`src/rtl/dwnco_pkg.sv`:
```
package dwnco_pkg;
   localparam int FREQ_W_DEF    = 48;
   localparam int AMP_W_DEF     = 16;
   localparam int OUT_W_DEF     = 14;
   localparam int QTR_ABITS_DEF = 8;
   localparam int LATENCY_DEF   = 14;
   // registered stages before the output delay line: step, accumulate,
   // phase offset, table read, rounding
   localparam int CORE_STAGES   = 5;
   localparam real TWO_PI       = 6.28318530717958;

   typedef enum logic [1:0] {QUAD_0, QUAD_90, QUAD_180, QUAD_270} quad_e;
endpackage

```
`src/rtl/dwnco_step.sv`:
```
// Stage 1: gated sum of the two frequency words, with the side inputs
// registered alongside so that every input enters the pipe at one edge.
module dwnco_step #(
   parameter int FREQ_W = 48
) (
   input  logic              clk,
   input  logic              rst,
   input  logic [FREQ_W-1:0] center_i,
   input  logic [FREQ_W-1:0] offset_i,
   input  logic              ofs_en_i,
   input  logic [1:0]        quad_i,
   input  logic              clr_i,
   output logic [FREQ_W-1:0] inc_q,
   output logic [1:0]        quad_q,
   output logic              clr_q,
   output logic              vld_q
);
   logic [FREQ_W-1:0] ofs_gated;

   always_comb ofs_gated = ofs_en_i ? offset_i : '0;

   always_ff @(posedge clk) begin
      if (rst) begin
         inc_q  <= '0;
         quad_q <= '0;
         clr_q  <= 1'b0;
         vld_q  <= 1'b0;
      end else begin
         inc_q  <= center_i + ofs_gated;
         quad_q <= quad_i;
         clr_q  <= clr_i;
         vld_q  <= 1'b1;
      end
   end

   // a disabled offset leaves the center word alone as the increment
   assert_offset_gate_R2: assert property (@(posedge clk) disable iff (rst)
      !ofs_en_i |=> inc_q == $past(center_i));
endmodule

```
`src/rtl/dwnco_accum.sv`:
```
// Stages 2 and 3: phase accumulator with clear, then quadrant offset
// added to the lookup-index bits of the phase.
module dwnco_accum #(
   parameter int FREQ_W = 48,
   parameter int IDX_W  = 10
) (
   input  logic              clk,
   input  logic              rst,
   input  logic [FREQ_W-1:0] inc_i,
   input  logic [1:0]        quad_i,
   input  logic              clr_i,
   input  logic              vld_i,
   output logic [IDX_W-1:0]  ph_q,
   output logic              vld_q
);
   logic [FREQ_W-1:0] acc_q;
   logic [1:0]        quad_d;
   logic              vld_d;
   logic [IDX_W-1:0]  quad_term;

   always_comb quad_term = {quad_d, {(IDX_W-2){1'b0}}};

   always_ff @(posedge clk) begin
      if (rst) begin
         acc_q  <= '0;
         quad_d <= '0;
         vld_d  <= 1'b0;
      end else begin
         acc_q  <= clr_i ? '0 : acc_q + inc_i;
         quad_d <= quad_i;
         vld_d  <= vld_i;
      end
   end

   always_ff @(posedge clk) begin
      if (rst) begin
         ph_q  <= '0;
         vld_q <= 1'b0;
      end else begin
         ph_q  <= acc_q[FREQ_W-1 -: IDX_W] + quad_term;
         vld_q <= vld_d;
      end
   end

   // a clear leaves a zero phase in the accumulator
   assert_clear_zero_R6: assert property (@(posedge clk) disable iff (rst)
      clr_i |=> acc_q == '0);
endmodule

```
`src/rtl/dwnco_sine.sv`:
```
// Stage 4: quarter-wave table with mirror and sign logic per quadrant.
module dwnco_sine
   import dwnco_pkg::*;
#(
   parameter int QTR_ABITS = 8,
   parameter int AMP_W     = 16,
   localparam int IDX_W    = QTR_ABITS + 2,
   localparam int QN       = 1 << QTR_ABITS,
   localparam int MAG_W    = AMP_W - 1
) (
   input  logic                    clk,
   input  logic                    rst,
   input  logic [IDX_W-1:0]        ph_i,
   input  logic                    vld_i,
   output logic signed [AMP_W-1:0] amp_q,
   output logic                    vld_q
);
   localparam real FULL = real'((2 ** MAG_W) - 1);

   logic [MAG_W-1:0]     qtab [QN];
   quad_e                quad;
   logic [QTR_ABITS-1:0] k_raw;
   logic [QTR_ABITS-1:0] k_eff;
   logic [MAG_W-1:0]     mag;
   logic signed [AMP_W-1:0] mag_s;

   for (genvar i = 0; i < QN; i++) begin : g_tab
      assign qtab[i] = MAG_W'($rtoi(FULL * $sin(TWO_PI * (real'(i) + 0.5) / real'(4 * QN)) + 0.5));
   end

   always_comb begin
      quad  = quad_e'(ph_i[IDX_W-1 -: 2]);
      k_raw = ph_i[QTR_ABITS-1:0];
      k_eff = (quad == QUAD_90 || quad == QUAD_270) ? ~k_raw : k_raw;
      mag   = qtab[k_eff];
      mag_s = {1'b0, mag};
   end

   always_ff @(posedge clk) begin
      if (rst) begin
         amp_q <= '0;
         vld_q <= 1'b0;
      end else begin
         amp_q <= (quad == QUAD_180 || quad == QUAD_270) ? -mag_s : mag_s;
         vld_q <= vld_i;
      end
   end

   // the sign of the amplitude follows the half-turn phase bit
   assert_sign_half_R4: assert property (@(posedge clk) disable iff (rst)
      vld_i |=> amp_q[AMP_W-1] == $past(ph_i[IDX_W-1]));
endmodule

```
`src/rtl/dwnco_quant.sv`:
```
// Stage 5 and the output delay line: round to OUT_W with saturation,
// convert to offset binary, then pad the pipe to the chosen latency.
module dwnco_quant #(
   parameter int AMP_W = 16,
   parameter int OUT_W = 14,
   parameter int PAD   = 9
) (
   input  logic                    clk,
   input  logic                    rst,
   input  logic signed [AMP_W-1:0] amp_i,
   input  logic                    vld_i,
   output logic [OUT_W-1:0]        sample_o
);
   localparam int SH = AMP_W - OUT_W;
   localparam logic [OUT_W-1:0] MID = OUT_W'(1) << (OUT_W - 1);
   localparam logic signed [AMP_W:0] MAXO = (AMP_W+1)'((2 ** (OUT_W - 1)) - 1);

   logic signed [OUT_W-1:0] rnd;
   logic [OUT_W-1:0]        code;
   logic [OUT_W-1:0]        q0;

   if (SH == 0) begin : g_pass
      always_comb rnd = amp_i;
   end else begin : g_round
      logic signed [AMP_W:0] ext;
      logic signed [AMP_W:0] shr;
      always_comb begin
         ext = {amp_i[AMP_W-1], amp_i} + (AMP_W+1)'(2 ** (SH - 1));
         shr = ext >>> SH;
         rnd = (shr > MAXO) ? MAXO[OUT_W-1:0] : shr[OUT_W-1:0];
      end
   end

   always_comb code = {~rnd[OUT_W-1], rnd[OUT_W-2:0]};

   always_ff @(posedge clk) begin
      if (rst) q0 <= MID;
      else     q0 <= vld_i ? code : MID;
   end

   if (PAD == 0) begin : g_nopad
      assign sample_o = q0;
   end else begin : g_pad
      logic [OUT_W-1:0] dly [PAD];
      always_ff @(posedge clk) begin
         if (rst) begin
            for (int j = 0; j < PAD; j++) dly[j] <= MID;
         end else begin
            dly[0] <= q0;
            for (int j = 1; j < PAD; j++) dly[j] <= dly[j-1];
         end
      end
      assign sample_o = dly[PAD-1];
   end

   // the largest positive amplitude saturates to the top code
   assert_round_sat_R5: assert property (@(posedge clk) disable iff (rst)
      (vld_i && amp_i == AMP_W'((2 ** (AMP_W - 1)) - 1)) |=> q0 == {OUT_W{1'b1}});
endmodule

```
`src/rtl/dualword_nco.sv`:
```
module dualword_nco
   import dwnco_pkg::*;
#(
   parameter int FREQ_W    = FREQ_W_DEF,
   parameter int QTR_ABITS = QTR_ABITS_DEF,
   parameter int AMP_W     = AMP_W_DEF,
   parameter int OUT_W     = OUT_W_DEF,
   parameter int LATENCY   = LATENCY_DEF
) (
   input  logic              clk,
   input  logic              rst,
   input  logic [FREQ_W-1:0] center_word,
   input  logic [FREQ_W-1:0] offset_word,
   input  logic              offset_en,
   input  logic [1:0]        quad_sel,
   input  logic              acc_clear,
   output logic [OUT_W-1:0]  sample
);
   localparam int IDX_W = QTR_ABITS + 2;
   localparam int PAD   = LATENCY - CORE_STAGES;
   localparam logic [OUT_W-1:0] MID = OUT_W'(1) << (OUT_W - 1);

   if (LATENCY < CORE_STAGES) begin : g_chk_lat
      $error("LATENCY below the number of core stages");
   end
   if (OUT_W > AMP_W || OUT_W < 2) begin : g_chk_out
      $error("OUT_W must lie between 2 and AMP_W");
   end
   if (IDX_W > FREQ_W || QTR_ABITS < 2) begin : g_chk_idx
      $error("table index does not fit the accumulator");
   end

   logic [FREQ_W-1:0]       inc;
   logic [1:0]              quad_r;
   logic                    clr_r;
   logic                    vld1, vld3, vld4;
   logic [IDX_W-1:0]        ph;
   logic signed [AMP_W-1:0] amp;

   dwnco_step #(.FREQ_W(FREQ_W)) u_step (
      .clk(clk), .rst(rst), .center_i(center_word), .offset_i(offset_word),
      .ofs_en_i(offset_en), .quad_i(quad_sel), .clr_i(acc_clear),
      .inc_q(inc), .quad_q(quad_r), .clr_q(clr_r), .vld_q(vld1));

   dwnco_accum #(.FREQ_W(FREQ_W), .IDX_W(IDX_W)) u_accum (
      .clk(clk), .rst(rst), .inc_i(inc), .quad_i(quad_r), .clr_i(clr_r),
      .vld_i(vld1), .ph_q(ph), .vld_q(vld3));

   dwnco_sine #(.QTR_ABITS(QTR_ABITS), .AMP_W(AMP_W)) u_sine (
      .clk(clk), .rst(rst), .ph_i(ph), .vld_i(vld3), .amp_q(amp), .vld_q(vld4));

   dwnco_quant #(.AMP_W(AMP_W), .OUT_W(OUT_W), .PAD(PAD)) u_quant (
      .clk(clk), .rst(rst), .amp_i(amp), .vld_i(vld4), .sample_o(sample));

   // the first edge out of reset still shows mid-scale
   assert_reset_mid_R8: assert property (@(posedge clk) disable iff (rst)
      $fell(rst) |-> sample == MID);
endmodule

```
`config.mk`:
```
export PLATFORM = sky130hd
export DESIGN_NAME = dualword_nco
export DESIGN_NICKNAME = d
export VERILOG_FILES = /design/src/rtl/dwnco_pkg.sv /design/src/rtl/dwnco_step.sv /design/src/rtl/dwnco_accum.sv /design/src/rtl/dwnco_sine.sv /design/src/rtl/dwnco_quant.sv /design/src/rtl/dualword_nco.sv
export SDC_FILE = /design/constraint.sdc
export NUM_CORES = 1
export LEC_CHECK = 0
export ABC_AREA = 1
export BUFFER_PORTS_ARGS = -buffer_cell sky130_fd_sc_hd__buf_2
export CAP_MARGIN = 40
export CELL_PAD_IN_SITES_DETAIL_PLACEMENT = 1
export CELL_PAD_IN_SITES_GLOBAL_PLACEMENT = 1
export CORE_ASPECT_RATIO = 0.6
export CORE_MARGIN = 2
export CORE_UTILIZATION = 35
export DETAILED_ROUTE_END_ITERATION = 10
export GPL_TIMING_DRIVEN = 0
export PLACE_DENSITY_LB_ADDON = 0.1
export SYNTH_ARGS = -nofsm -noshare
export SYNTH_HDL_FRONTEND = slang
export SYNTH_SLANG_ARGS = --single-unit
```
`constraint.sdc`:
```
create_clock -name clk -period 4.45 [get_ports clk]
set_clock_uncertainty 0.2 [all_clocks]
set_input_delay 0.6675 -clock clk [delete_from_list [all_inputs] [get_ports clk]]
set_output_delay 0.6675 -clock clk [all_outputs]
set_load 0.1 [all_outputs]
```
==> results.toml <==
[outcome]
status = "finished, final reports clean"

[sta]
period_needed_ns = 4.31
fmax_mhz = 232
rsz0062_at_grt = "no"
worst_slew_pin_slew_ns = 0.926
hold_viol = 0
drv_slew = 0
setup_viol = 0
slew_headroom_pct = 38.3
min_period_over_period_pct = 96.8

[synthesis]
yosys_warnings = 0
synth_area_um2 = 18000
async_flop_share_pct = 0
synth_top_area_share_pct = 30.1
synth.avg_cell_area_um2 = 6.31
synth-seq-area-share_pct = 30.1
synthDistinctLibCells = 50
yosysTopAreaCell = "dfxtp_1"
synth_ff_type = "dfxtp_1"
ys_top_cells_by_area = "dfxtp_1, nand2_1, inv_1, ha_1, a21oi_1"
synth_nets = 3066
synth_edf_count = 0
ys_seq_elements = 270
synthCells = 2849

[critical_path]
ff2ff_setup_slack_ns = 0.14
cp-end-kind = "flip-flop"
critical_path_class = "reg2reg"
worstRegToRegCells = 18
r2r_end = "u_sine.amp_q[10]"
arrival_ns = 4.55
critPathRequiredTime_ns = 4.69
rr_startpoint = "u_accum.ph_q[8]"
start_kind = "flip-flop"
worst-path-max-fanout = 12

[detailed_routing]
routed_wl_um = 90400
drc_errors = 0
met3WireLength_um = 10700
drt-met1-wl_um = 43600
drtAntennaViolNets = 0
vias_per_cell = 5.52
first_pass_iters = 5
wl_met2_um = 33800
first_iter_violations = 1783
wl_per_cell_um = 24.4
top_layer_used = "met5"
num_vias = 20500

[cts]
cts_hold_buf = 0
post_cts_buffers = 0
clk_pin_slew_ns = 0.06
root_buffer = "clkbuf_16"
clk_path_buf_depth = 3
cts_tree = "built"
cts_max_level = 1
clock_latency_ns = 0.59
cts_buffers = 27
clock-sinks = 270

[hold_path]
min_path_cells = 3
worst_hold_path.endpoint = "u_step.clr_q"
min_path_type = "in2reg"
hp-start = "acc_clear"

[power_and_ir_drop]
vdd_drop_max_mv = 0.313
seqPwrFrac_pct = 31.0
pwr-share-comb_pct = 43.7
power.switching_uw = 3930
internal_power_uw = 4790
clkPwrFrac_pct = 25.3
powerDensity_nw_per_um2 = 429
swShare_pct = 45.1
power_leakage_uw = 0.0101

[placement]
gp_congestion = 1.10
post-dp-hpwl_um = 73200
dpl_cell_area_um2 = 19500
io_buffers = 115

[finish]
final_nets = 3213
final_util_pct = 40.0
fill_cells = 6805
multiInputGateArea_um2 = 10400
seq_area_um2 = 5410
syn_to_final_growth_pct = 13.1
design_area_um2 = 20300
drive_gt1_share_pct = 9.99

[die]
core_um2 = 50800
die_w_um = 297
ios = 116
start_util_pct = 35.4
die_y_um = 180
rows = 64
die_area_um2 = 53300

[grt]
grt_max_degree = 15
antenna_found_initial = 8
grt_pass1_wl_um = 132000
grtUsageTotal_pct = 33.5
grt_pass1_vias = 20200
overflow = 0

[run]
max-cap-violations = 0
## critical path, stage by stage (launching register included)
cell      delay, ns
dfxtp_1        0.48
inv_2          0.17
nand2_1        0.15
nand2_4        0.18
ha_1           0.40
inv_1          0.17
nand3_2        0.34
nand3_1        0.37
nand3_1        0.28
nand3_1        0.16
nand2_1        0.05
nor2_1         0.11
nand2_1        0.18
nand2_1        0.26
nand2_2        0.10
nor2_2         0.16
nand3_1        0.11
a21boi_0       0.19
nor2_1         0.09
## how the worst max path moves through the flow
stage | start | endpoint | slack [ns]
finish | u_accum.ph_q[8] | u_sine.amp_q[10] | 0.14
global route | offset_en | u_step.inc_q[38] | 0.06
CTS | u_accum.ph_q[8] | u_sine.amp_q[14] | 0.07
detailed placement | offset_en | u_step.inc_q[38] | -1.27
global placement | offset_en | u_step.inc_q[38] | -1.12
floorplan | offset_en | u_step.inc_q[38] | 1.05
## registers in the layout, summed over array words and instances, names as in the netlist
register,cells
u_quant.g_pad.dly,126
u_accum.vld_d,1
u_step.clr_q,1
u_sine.vld_q,1
u_step.quad_q,2
u_accum.ph_q,10
u_sine.amp_q,15
u_step.vld_q,1
u_accum.vld_q,1
u_accum.acc_q,48
u_quant.q0,14
u_accum.quad_d,2
u_step.inc_q,48
## synth_stat cells (all sizes together), types with 3 or more instances
| library cell | number |
|---|---|
| nand2 | 671 |
| o221ai | 3 |
| buf | 63 |
| a31oi | 35 |
| xor2 | 12 |
| a21o | 8 |
| nor3 | 21 |
| or2 | 11 |
| and3 | 5 |
| nor4 | 7 |
| a21boi | 5 |
| nor2 | 361 |
| nand3 | 230 |
| dfxtp | 270 |
| a211oi | 3 |
| o211ai | 10 |
| o21ai | 180 |
| inv | 446 |
| o21a | 24 |
| a21oi | 282 |
| clkbuf | 35 |
| nand3b | 5 |
| xnor2 | 11 |
| ha | 113 |
| nand4 | 17 |
| o21bai | 8 |
## power by group through the flow
stage,clock (µW),sequential [µW],combinational [µW]
4_1_cts,2260,2700,3610
3_5_place_dp,0,2750,3580
2_1_floorplan,0,2700,2200
6_report,2210,2700,3810
3_3_place_gp,0,2750,3550
5_1_grt,2370,2720,4060
## cell usage in the layout, fill, tap and decap left out, drive strengths merged, types with 5 or more instances in the layout
cell type / count
nand3: 230
o21a: 24
nand3b: 5
a21oi: 282
nand4: 17
nor3: 21
a21boi: 5
o211ai: 10
clkinv: 7
o21bai: 8
nand2: 671
inv: 448
clkbuf: 74
xnor2: 11
and3: 5
a31oi: 35
dfxtp: 270
ha: 113
xor2: 12
nor2: 361
a21o: 8
o21ai: 180
buf: 180
nor4: 7
or2: 11
## cell type report
cell class | count | area share, %
multi-input combinational | 2033 | 51.0
sequential | 270 | 26.6
inverter | 448 | 8.27
tap | 693 | 4.26
clock buffer | 38 | 3.62
timing repair buffer | 119 | 3.04
buffer | 97 | 2.74
clock inverter | 9 | 0.461
antenna | 1 | 0.0123
## kinds of logic after synthesis
kind of cell | count (synthesis) | synth area share, %
AO/OA/AOI/OAI | 565 | 17.1
XOR/XNOR | 23 | 1.27
adder cells (fa/ha/maj) | 115 | 8.09
buffers and inverters | 546 | 12.5
flip-flops | 270 | 30.1
AND/OR/NAND/NOR | 1330 | 31.1
## layer usage
metal  up-vias  global-route usage (%)
li1       9426                       -
met1     10000                    50.7
met2       902                    44.3
met3       129                    11.6
met4         8                    7.31
met5         -                    1.54
## what timing repair did
action,CTS,global route
cloned,0,0
gates resized for setup,3,11
endpoints found under the setup margin,16,20
hold endpoints to repair,0,0
## per-stage QoR
step / hold slack (ns) / TNS (ns) / power, µW / std cells / setup slack, ns
CTS: 0.145 / 0 / 8560 / 3707 / 0.0723
global placement: 0.190 / -7.75 / 6290 / 3657 / -1.12
detailed placement: 0.195 / -9.11 / 6330 / 3661 / -1.27
global route: 0.160 / 0 / 9150 / 3707 / 0.0636
finish: 0.164 / 0 / 8720 / 3708 / 0.143
floorplan: 0.188 / 0 / 4900 / 2849 / 1.05
Power figures use the tool's default switching activity.
